$ cat src/rtl/ovsup_pkg.sv
package ovsup_pkg;
  // strobes from the supervisor control to the polling datapath
  typedef struct packed {
    logic halt;   // synchronized over-voltage level: stop polling now
    logic rearm;  // over-voltage just ended: next full scan is a baseline
  } pollCtrl_t;
endpackage

$ cat src/rtl/ovsup_ctrl.sv
module ovsup_ctrl
  import ovsup_pkg::*;
(
  input  logic      clk,
  input  logic      rst,
  input  logic      ovLevel,
  input  logic      csFall,
  input  logic      csRise,
  input  logic      intStatRead,
  input  logic      sscEvent,
  output pollCtrl_t pollCtl,
  output logic      intN,
  output logic      intStatOv,
  output logic      intStatSsc,
  output logic      ovStat,
  output logic      statusFlag
);
  logic syncA, syncB, ovPrevQ, readSeenQ;
  logic ovEntry, ovExit, ovEvent, clearQual;

  assign ovEntry   = syncB & ~ovPrevQ;
  assign ovExit    = ~syncB & ovPrevQ;
  assign ovEvent   = ovEntry | ovExit;
  assign clearQual = csRise & (readSeenQ | intStatRead);

  always_ff @(posedge clk) begin
    if (rst) begin
      syncA      <= 1'b0;
      syncB      <= 1'b0;
      ovPrevQ    <= 1'b0;
      readSeenQ  <= 1'b0;
      intStatOv  <= 1'b0;
      intStatSsc <= 1'b0;
    end else begin
      syncA   <= ovLevel;
      syncB   <= syncA;
      ovPrevQ <= syncB;
      if (csRise | csFall) readSeenQ <= 1'b0;
      else if (intStatRead) readSeenQ <= 1'b1;
      // a new event beats a clear in the same cycle
      intStatOv  <= ovEvent  | (intStatOv  & ~clearQual);
      intStatSsc <= sscEvent | (intStatSsc & ~clearQual);
    end
  end

  assign ovStat       = ovPrevQ;
  assign statusFlag   = ovPrevQ | intStatOv;
  assign intN         = ~(intStatOv | intStatSsc);
  assign pollCtl.halt  = syncB;
  assign pollCtl.rearm = ovExit;


  ov_edge_irq_chk: assert property (@(posedge clk) disable iff (rst)
    (ovStat != $past(ovStat)) |-> (intStatOv && !intN));


  clear_needs_cs_chk: assert property (@(posedge clk) disable iff (rst)
    ($fell(intStatOv) || $fell(intStatSsc)) |-> $past(csRise));


  no_repeat_irq_chk: assert property (@(posedge clk) disable iff (rst)
    (ovStat && $past(ovStat) && !$past(intStatOv)) |-> !intStatOv);


  ssc_wins_chk: assert property (@(posedge clk) disable iff (rst)
    $past(sscEvent) |-> intStatSsc);
endmodule

$ cat src/rtl/ovsup_scan.sv
module ovsup_scan
  import ovsup_pkg::*;
#(
  parameter int NCH   = 8,
  parameter int DWELL = 2
) (
  input  logic           clk,
  input  logic           rst,
  input  pollCtrl_t      pollCtl,
  input  logic [NCH-1:0] chanEn,
  input  logic [NCH-1:0] swIn,
  output logic           sscEvent,
  output logic [NCH-1:0] biasEn,
  output logic           pollBusy,
  output logic [NCH-1:0] swStatus
);
  localparam int CW  = (NCH > 1) ? $clog2(NCH) : 1;
  localparam int DCW = (DWELL > 1) ? $clog2(DWELL) : 1;

  logic           runQ, basePendQ;
  logic [CW-1:0]  chanQ, firstCh, nextCh;
  logic [DCW-1:0] dwellQ;
  logic [NCH-1:0] scanQ, scanNext, swStatusQ, freshStatus;
  logic           firstValid, nextValid, dwellDone, scanEnd;

  // lowest enabled channel, and the lowest enabled channel above the active one
  always_comb begin
    firstCh    = '0;
    firstValid = 1'b0;
    nextCh     = '0;
    nextValid  = 1'b0;
    for (int i = NCH - 1; i >= 0; i--) begin
      if (chanEn[i]) begin
        firstCh    = CW'(i);
        firstValid = 1'b1;
        if (CW'(i) > chanQ) begin
          nextCh    = CW'(i);
          nextValid = 1'b1;
        end
      end
    end
  end

  always_comb begin
    scanNext        = scanQ;
    scanNext[chanQ] = swIn[chanQ];
  end

  assign dwellDone   = (dwellQ == DCW'(DWELL - 1));
  assign scanEnd     = runQ & ~pollCtl.halt & dwellDone & ~nextValid;
  assign freshStatus = scanNext & chanEn;
  assign sscEvent    = scanEnd & (basePendQ | (freshStatus != swStatusQ));

  always_ff @(posedge clk) begin
    if (rst) begin
      runQ      <= 1'b0;
      chanQ     <= '0;
      dwellQ    <= '0;
      scanQ     <= '0;
      swStatusQ <= '0;
      basePendQ <= 1'b1;
    end else begin
      if (pollCtl.rearm) basePendQ <= 1'b1;
      else if (scanEnd)  basePendQ <= 1'b0;

      if (pollCtl.halt) begin
        runQ <= 1'b0;
      end else if (!runQ) begin
        if (firstValid) begin
          runQ   <= 1'b1;
          chanQ  <= firstCh;
          dwellQ <= '0;
        end
      end else if (dwellDone) begin
        scanQ <= scanNext;
        if (nextValid) begin
          chanQ  <= nextCh;
          dwellQ <= '0;
        end else begin
          swStatusQ <= freshStatus;
          runQ      <= firstValid;
          chanQ     <= firstCh;
          dwellQ    <= '0;
        end
      end else begin
        dwellQ <= dwellQ + 1'b1;
      end
    end
  end

  for (genvar g = 0; g < NCH; g++) begin : g_bias
    assign biasEn[g] = runQ && (chanQ == CW'(g));
  end

  assign pollBusy = runQ;
  assign swStatus = swStatusQ;


  bias_onehot_chk: assert property (@(posedge clk) disable iff (rst)
    $onehot0(biasEn));


  dwell_hold_chk: assert property (@(posedge clk) disable iff (rst)
    ($past(runQ) && !$past(dwellDone) && !$past(pollCtl.halt)) |-> $stable(biasEn));
endmodule

$ cat src/rtl/ov_irq_supervisor.sv
module ov_irq_supervisor
  import ovsup_pkg::*;
#(
  parameter int NCH   = 8,
  parameter int DWELL = 2
) (
  input  logic           clk,
  input  logic           rst,
  input  logic           ovLevel,
  input  logic [NCH-1:0] chanEn,
  input  logic [NCH-1:0] swIn,
  input  logic           csFall,
  input  logic           csRise,
  input  logic           intStatRead,
  output logic           intN,
  output logic           intStatOv,
  output logic           intStatSsc,
  output logic           ovStat,
  output logic           statusFlag,
  output logic [NCH-1:0] biasEn,
  output logic           pollBusy,
  output logic [NCH-1:0] swStatus
);
  pollCtrl_t pollCtl;
  logic      sscEvent;

  ovsup_ctrl u_ctrl (
    .clk(clk), .rst(rst), .ovLevel(ovLevel), .csFall(csFall), .csRise(csRise),
    .intStatRead(intStatRead), .sscEvent(sscEvent), .pollCtl(pollCtl),
    .intN(intN), .intStatOv(intStatOv), .intStatSsc(intStatSsc),
    .ovStat(ovStat), .statusFlag(statusFlag)
  );

  ovsup_scan #(.NCH(NCH), .DWELL(DWELL)) u_scan (
    .clk(clk), .rst(rst), .pollCtl(pollCtl), .chanEn(chanEn), .swIn(swIn),
    .sscEvent(sscEvent), .biasEn(biasEn), .pollBusy(pollBusy), .swStatus(swStatus)
  );


  ov_bias_off_chk: assert property (@(posedge clk) disable iff (rst)
    ovStat |-> (biasEn == '0 && !pollBusy));


  ov_status_hold_chk: assert property (@(posedge clk) disable iff (rst)
    (ovStat && $past(ovStat)) |-> $stable(swStatus));
endmodule

$ cat config.mk
export PLATFORM = sky130hd
export DESIGN_NAME = ov_irq_supervisor
export DESIGN_NICKNAME = d
export VERILOG_FILES = /design/src/rtl/ovsup_pkg.sv /design/src/rtl/ovsup_ctrl.sv /design/src/rtl/ovsup_scan.sv /design/src/rtl/ov_irq_supervisor.sv
export SDC_FILE = /design/constraint.sdc
export NUM_CORES = 1
export LEC_CHECK = 0
export ABC_AREA = 1
export ABC_CLOCK_PERIOD_IN_PS = 1500
export BUFFER_PORTS_ARGS = -buffer_cell sky130_fd_sc_hd__buf_2
export CORE_UTILIZATION = 48
export CTS_BUF_LIST = sky130_fd_sc_hd__clkbuf_4 sky130_fd_sc_hd__clkbuf_8 sky130_fd_sc_hd__clkbuf_16
export CTS_CLUSTER_SIZE = 40
export DETAILED_ROUTE_END_ITERATION = 16
export GPL_TIMING_DRIVEN = 0
export PLACE_DENSITY = 0.83
export SLEW_MARGIN = 10
export SYNTH_ARGS = -nofsm -noshare
export SYNTH_HDL_FRONTEND = slang
export SYNTH_SLANG_ARGS = --single-unit
$ cat constraint.sdc
create_clock -name clk -period 1.5 [get_ports clk]
set_input_delay 0.225 -clock clk [delete_from_list [all_inputs] [get_ports clk]]
set_output_delay 0.225 -clock clk [all_outputs]
set_load 0.02 [all_outputs]
==> impl_metrics.prom <==
# TYPE chip_impl_metric gauge
chip_impl_metric{name="postSynthNetCount",unit=""} 289
chip_impl_metric{name="combinationalPowerShare",unit=""} 0.323
chip_impl_metric{name="worst_path_largest_cell_delay",unit="ns"} 0.43
chip_impl_metric{name="syn-mean-instance-area",unit="um2"} 6.83
chip_impl_metric{name="detail-route-antenna-nets",unit=""} 0
chip_impl_metric{name="cp_data_required_time",unit="ns"} 1.65
chip_impl_metric{name="grt_start_max_net_pins",unit=""} 16
chip_impl_metric{name="detailroute.via_count",unit=""} 2004
chip_impl_metric{name="power.clock.fraction",unit=""} 0.248
chip_impl_metric{name="rows",unit=""} 21
chip_impl_info{name="synth.area.top_cells",value="sky130_fd_sc_hd__dfxtp_1, sky130_fd_sc_hd__nand2_1, sky130_fd_sc_hd__inv_1, sky130_fd_sc_hd__o21ai_0, sky130_fd_sc_hd__nor2_1"} 1
chip_impl_metric{name="clk_pin_slew_worst_paths",unit="ns"} 0.09
chip_impl_info{name="rsz0062_at_grt",value="yes"} 1
chip_impl_metric{name="finalSetupViolations",unit=""} 16
chip_impl_metric{name="cts_inserted_buffers",unit=""} 3
chip_impl_info{name="failed_checks",value="setup timing"} 1
chip_impl_metric{name="numClockSinks",unit=""} 28
chip_impl_info{name="worstPathCellList",value="inv_6, nor2_4, inv_2, nor2_1, or2_2, nand3_1, nand2_1, nand4_1, nor2_1, nand2_1, nand2_2, a21oi_2"} 1
chip_impl_metric{name="synth_seq_cells",unit=""} 28
chip_impl_metric{name="areaGrowthSynthToFinish",unit="%"} 32.3
chip_impl_metric{name="holdWs",unit="ns"} 0.104
chip_impl_metric{name="syn_inst_count",unit=""} 266
chip_impl_metric{name="power.share.switching",unit=""} 0.355
chip_impl_metric{name="final_util",unit=""} 0.694
chip_impl_metric{name="mappedNetlistArea",unit="um2"} 1820
chip_impl_info{name="worstSetupEndpointType",value="flip-flop"} 1
chip_impl_metric{name="post-dp-hpwl",unit="um"} 3410
chip_impl_metric{name="detail_route.wl_per_cell",unit="um"} 14.3
chip_impl_metric{name="die_h",unit="um"} 63.5
chip_impl_metric{name="clock_tree.htree_level_count",unit=""} 1
chip_impl_metric{name="initial_utilization",unit=""} 0.524
chip_impl_metric{name="fin_tns_setup",unit="ns"} -3.47
chip_impl_metric{name="proportion_of_layout_cells_with_a_drive_suffix_above_1",unit=""} 0.386
chip_impl_metric{name="reg2reg_depth",unit=""} 12
chip_impl_metric{name="core_area",unit="um2"} 3470
chip_impl_info{name="synth-main-ff-cell",value="sky130_fd_sc_hd__dfxtp_1"} 1
chip_impl_metric{name="fp.dieArea",unit="um2"} 4040
chip_impl_metric{name="worst_ep_arrival_time",unit="ns"} 1.98
chip_impl_metric{name="wire_length_of_the_first_global_routing_pass",unit="um"} 8340
chip_impl_metric{name="numPortBuffers",unit=""} 42
chip_impl_metric{name="clock.fmax",unit="MHz"} 548
chip_impl_metric{name="area_share_of_the_leading_cell_type_in_the_synthesized_netlist",unit=""} 0.308
chip_impl_metric{name="cts_hold_repair.buffers",unit=""} 0
chip_impl_metric{name="finalWeightedCongestion",unit=""} 0.886
chip_impl_metric{name="pin_count",unit=""} 44
chip_impl_metric{name="cell_area_after_layout",unit="um2"} 2410
chip_impl_metric{name="powerDensity",unit="nW/um2"} 795
chip_impl_metric{name="post_route_fraction_of_the_period_consumed_by_the_critical_path",unit=""} 1.22
chip_impl_metric{name="vias_in_the_first_global_route",unit=""} 1923
chip_impl_metric{name="placedInstanceArea",unit="um2"} 2100
chip_impl_info{name="cts_tree",value="yes"} 1
chip_impl_metric{name="yosysUniqueCellTypes",unit=""} 36
chip_impl_metric{name="pwr-share-seq",unit=""} 0.429
chip_impl_metric{name="synth.yosys.seq_area_share",unit=""} 0.308
chip_impl_metric{name="detail_route.drc_violations",unit=""} 0
chip_impl_metric{name="firstDrtPassIters",unit=""} 4
chip_impl_metric{name="number_of_antenna_violations_at_the_first_check_in_global_routing",unit=""} 0
chip_impl_metric{name="p_int",unit="uW"} 1230
chip_impl_info{name="netlist.top_cell.by_area",value="sky130_fd_sc_hd__dfxtp_1"} 1
chip_impl_metric{name="report.final.slew_viol_count",unit=""} 0
chip_impl_metric{name="synth_async_sr_flop_share",unit=""} 0
chip_impl_metric{name="dieWidth",unit="um"} 63.5
chip_impl_metric{name="vias_per_cell",unit=""} 5.46
chip_impl_metric{name="maxSlewHeadroom",unit=""} 0.662
chip_impl_info{name="leading_cell_types_by_count_after_synthesis",value="sky130_fd_sc_hd__nand2_1, sky130_fd_sc_hd__inv_1, sky130_fd_sc_hd__dfxtp_1, sky130_fd_sc_hd__nor2_1, sky130_fd_sc_hd__o21ai_0"} 1
chip_impl_metric{name="maximum_buffer_depth_of_the_clock_tree",unit=""} 2
chip_impl_metric{name="ant_diodes",unit=""} 0
chip_impl_metric{name="power_leakage",unit="uW"} 0.00116
chip_impl_metric{name="hold-path-cell-count",unit=""} 2
chip_impl_metric{name="final_layout_net_count",unit=""} 345
chip_impl_metric{name="grt_util_all_layers",unit=""} 0.258
chip_impl_metric{name="final.fill_count",unit=""} 297
chip_impl_metric{name="yosys_warnings",unit=""} 0
chip_impl_info{name="result_of_the_run",value="finished, violations left"} 1
chip_impl_metric{name="global_route.overflow_total",unit=""} 0
chip_impl_info{name="crit_path_top_delay_cell",value="sky130_fd_sc_hd__dfxtp_4"} 1
chip_impl_metric{name="insertion_delay",unit="ns"} 0.28
chip_impl_info{name="root_buffer",value="sky130_fd_sc_hd__clkbuf_8"} 1
chip_impl_metric{name="worstPathMaxFanout",unit=""} 5
chip_impl_info{name="worst-setup-path-type",value="flip-flop to flip-flop"} 1
chip_impl_metric{name="max_cap_violations",unit=""} 0
chip_impl_metric{name="wl",unit="um"} 5250
chip_impl_metric{name="post-layout-total-power",unit="uW"} 1910
chip_impl_info{name="crit_path_start_kind",value="flip-flop"} 1
chip_impl_info{name="hold_path.class",value="input port to flip-flop"} 1
chip_impl_metric{name="initialDrtViolationCount",unit=""} 201
chip_impl_metric{name="layout_min_cycle_time",unit="ns"} 1.83
chip_impl_info{name="yosysMostFrequentCell",value="sky130_fd_sc_hd__nand2_1"} 1
chip_impl_metric{name="vdd_drop_max",unit="uV"} 725
chip_impl_metric{name="layout_setup_ws",unit="ns"} -0.326
chip_impl_metric{name="hold_viol_final",unit=""} 0
chip_impl_metric{name="worst_clock_skew",unit="ns"} 0.0108
chip_impl_metric{name="slew_at_the_pin_closest_to_its_max_slew_limit",unit="ns"} 0.501
chip_impl_metric{name="p_switching",unit="uW"} 679
chip_impl_metric{name="synth_enable_flop_cells",unit=""} 0
-- state kept, by name (all words and copies together) (netlist names) --
register	flops
u_ctrl.syncA	1
u_scan.chanQ	3
u_scan.pollBusy	1
u_ctrl.intStatOv	1
u_scan.swStatus	8
u_ctrl.syncB	1
u_ctrl.ovStat	1
u_ctrl.readSeenQ	1
u_ctrl.intStatSsc	1
u_scan.scanQ	8
u_scan.dwellDone	1
u_scan.basePendQ	1
-- layout make-up --
type                       count  area (um2)  share of cell area
inverter                      44         180              0.0749
multi-input combinational    190        1210               0.503
buffer                         5        35.0              0.0146
clock buffer                   4        55.1              0.0229
timing repair buffer          50         295               0.123
sequential                    28         573               0.238
tap                           46        57.6              0.0239
-- cell usage in the layout (no fill, tap or decap), drive strengths merged --
master   count
nand2       61
buf         53
inv         44
nor2        34
dfxtp       28
o21ai       27
a21oi       20
nand3       15
nand4        6
clkbuf       6
or2          5
nor3         5
o211ai       5
a31oi        2
o2111ai      2
a221oi       1
o221ai       1
o311ai       1
a21boi       1
nor4         1
xor2         1
nand3b       1
ha           1
-- worst max-delay path, delay by kind of cell (launching register included) --
kind	cells	cell delay (ns)
and+or+nand+nor	9	1.07
AOI/OAI and AO/OA	1	0.04
buffers and inverters	2	0.15
DFF	1	0.43
-- routing by layer --
metal  track usage  wire, um  vias up
met5             0         0        -
met3        0.0525       342       13
met2         0.432      2600       77
li1              -         -      980
met1         0.328      2210      934
met4        0.0795        93        0
-- power by group through the flow --
stage                     clock network, uW  registers [uW]  logic [uW]
final                                   474             821         617
after global routing                    511             826         669
after CTS                               483             809         535
after detailed placement                  0             824         498
after global placement                    0             822         487
after floorplan                           0             825         369
-- worst paths after layout --
check                                         end             from  slack, ns
worst max-delay path            u_ctrl.intStatSsc  u_scan.chanQ[2]      -0.33
worst min-delay path             u_ctrl.readSeenQ           csFall       0.10
worst max register to register  u_ctrl.intStatSsc  u_scan.chanQ[2]      -0.33
worst min register to register       u_ctrl.syncB     u_ctrl.syncA       0.41
-- repair_timing --
action                     4_1_cts  5_1_grt
setup endpoints to repair       22       24
resized for setup               17       38
hold endpoints to repair         0        0
cloned                           2        0
setup buffers                    3        4
pin swaps                        7       16
-- logic make-up (layout without fill, tap and decap cells) --
group	count (synthesis)	in the layout	synth area share
AO/OA/AOI/OAI	60	60	0.201
XOR/XNOR	1	1	0.00482
adder cells (fa/ha/maj)	1	1	0.00688
buffers and inverters	49	103	0.109
flip-flops	28	28	0.308
AND/OR/NAND/NOR	127	128	0.370
-- per-stage QoR --
step | setup slack (ns) | cells
after floorplan | -0.0483 | 266
after global placement | -0.268 | 354
after detailed placement | -0.301 | 354
after CTS | -0.261 | 363
after global routing | -0.423 | 367
final | -0.326 | 367
No activity file was read; power rests on OpenSTA's default activity.
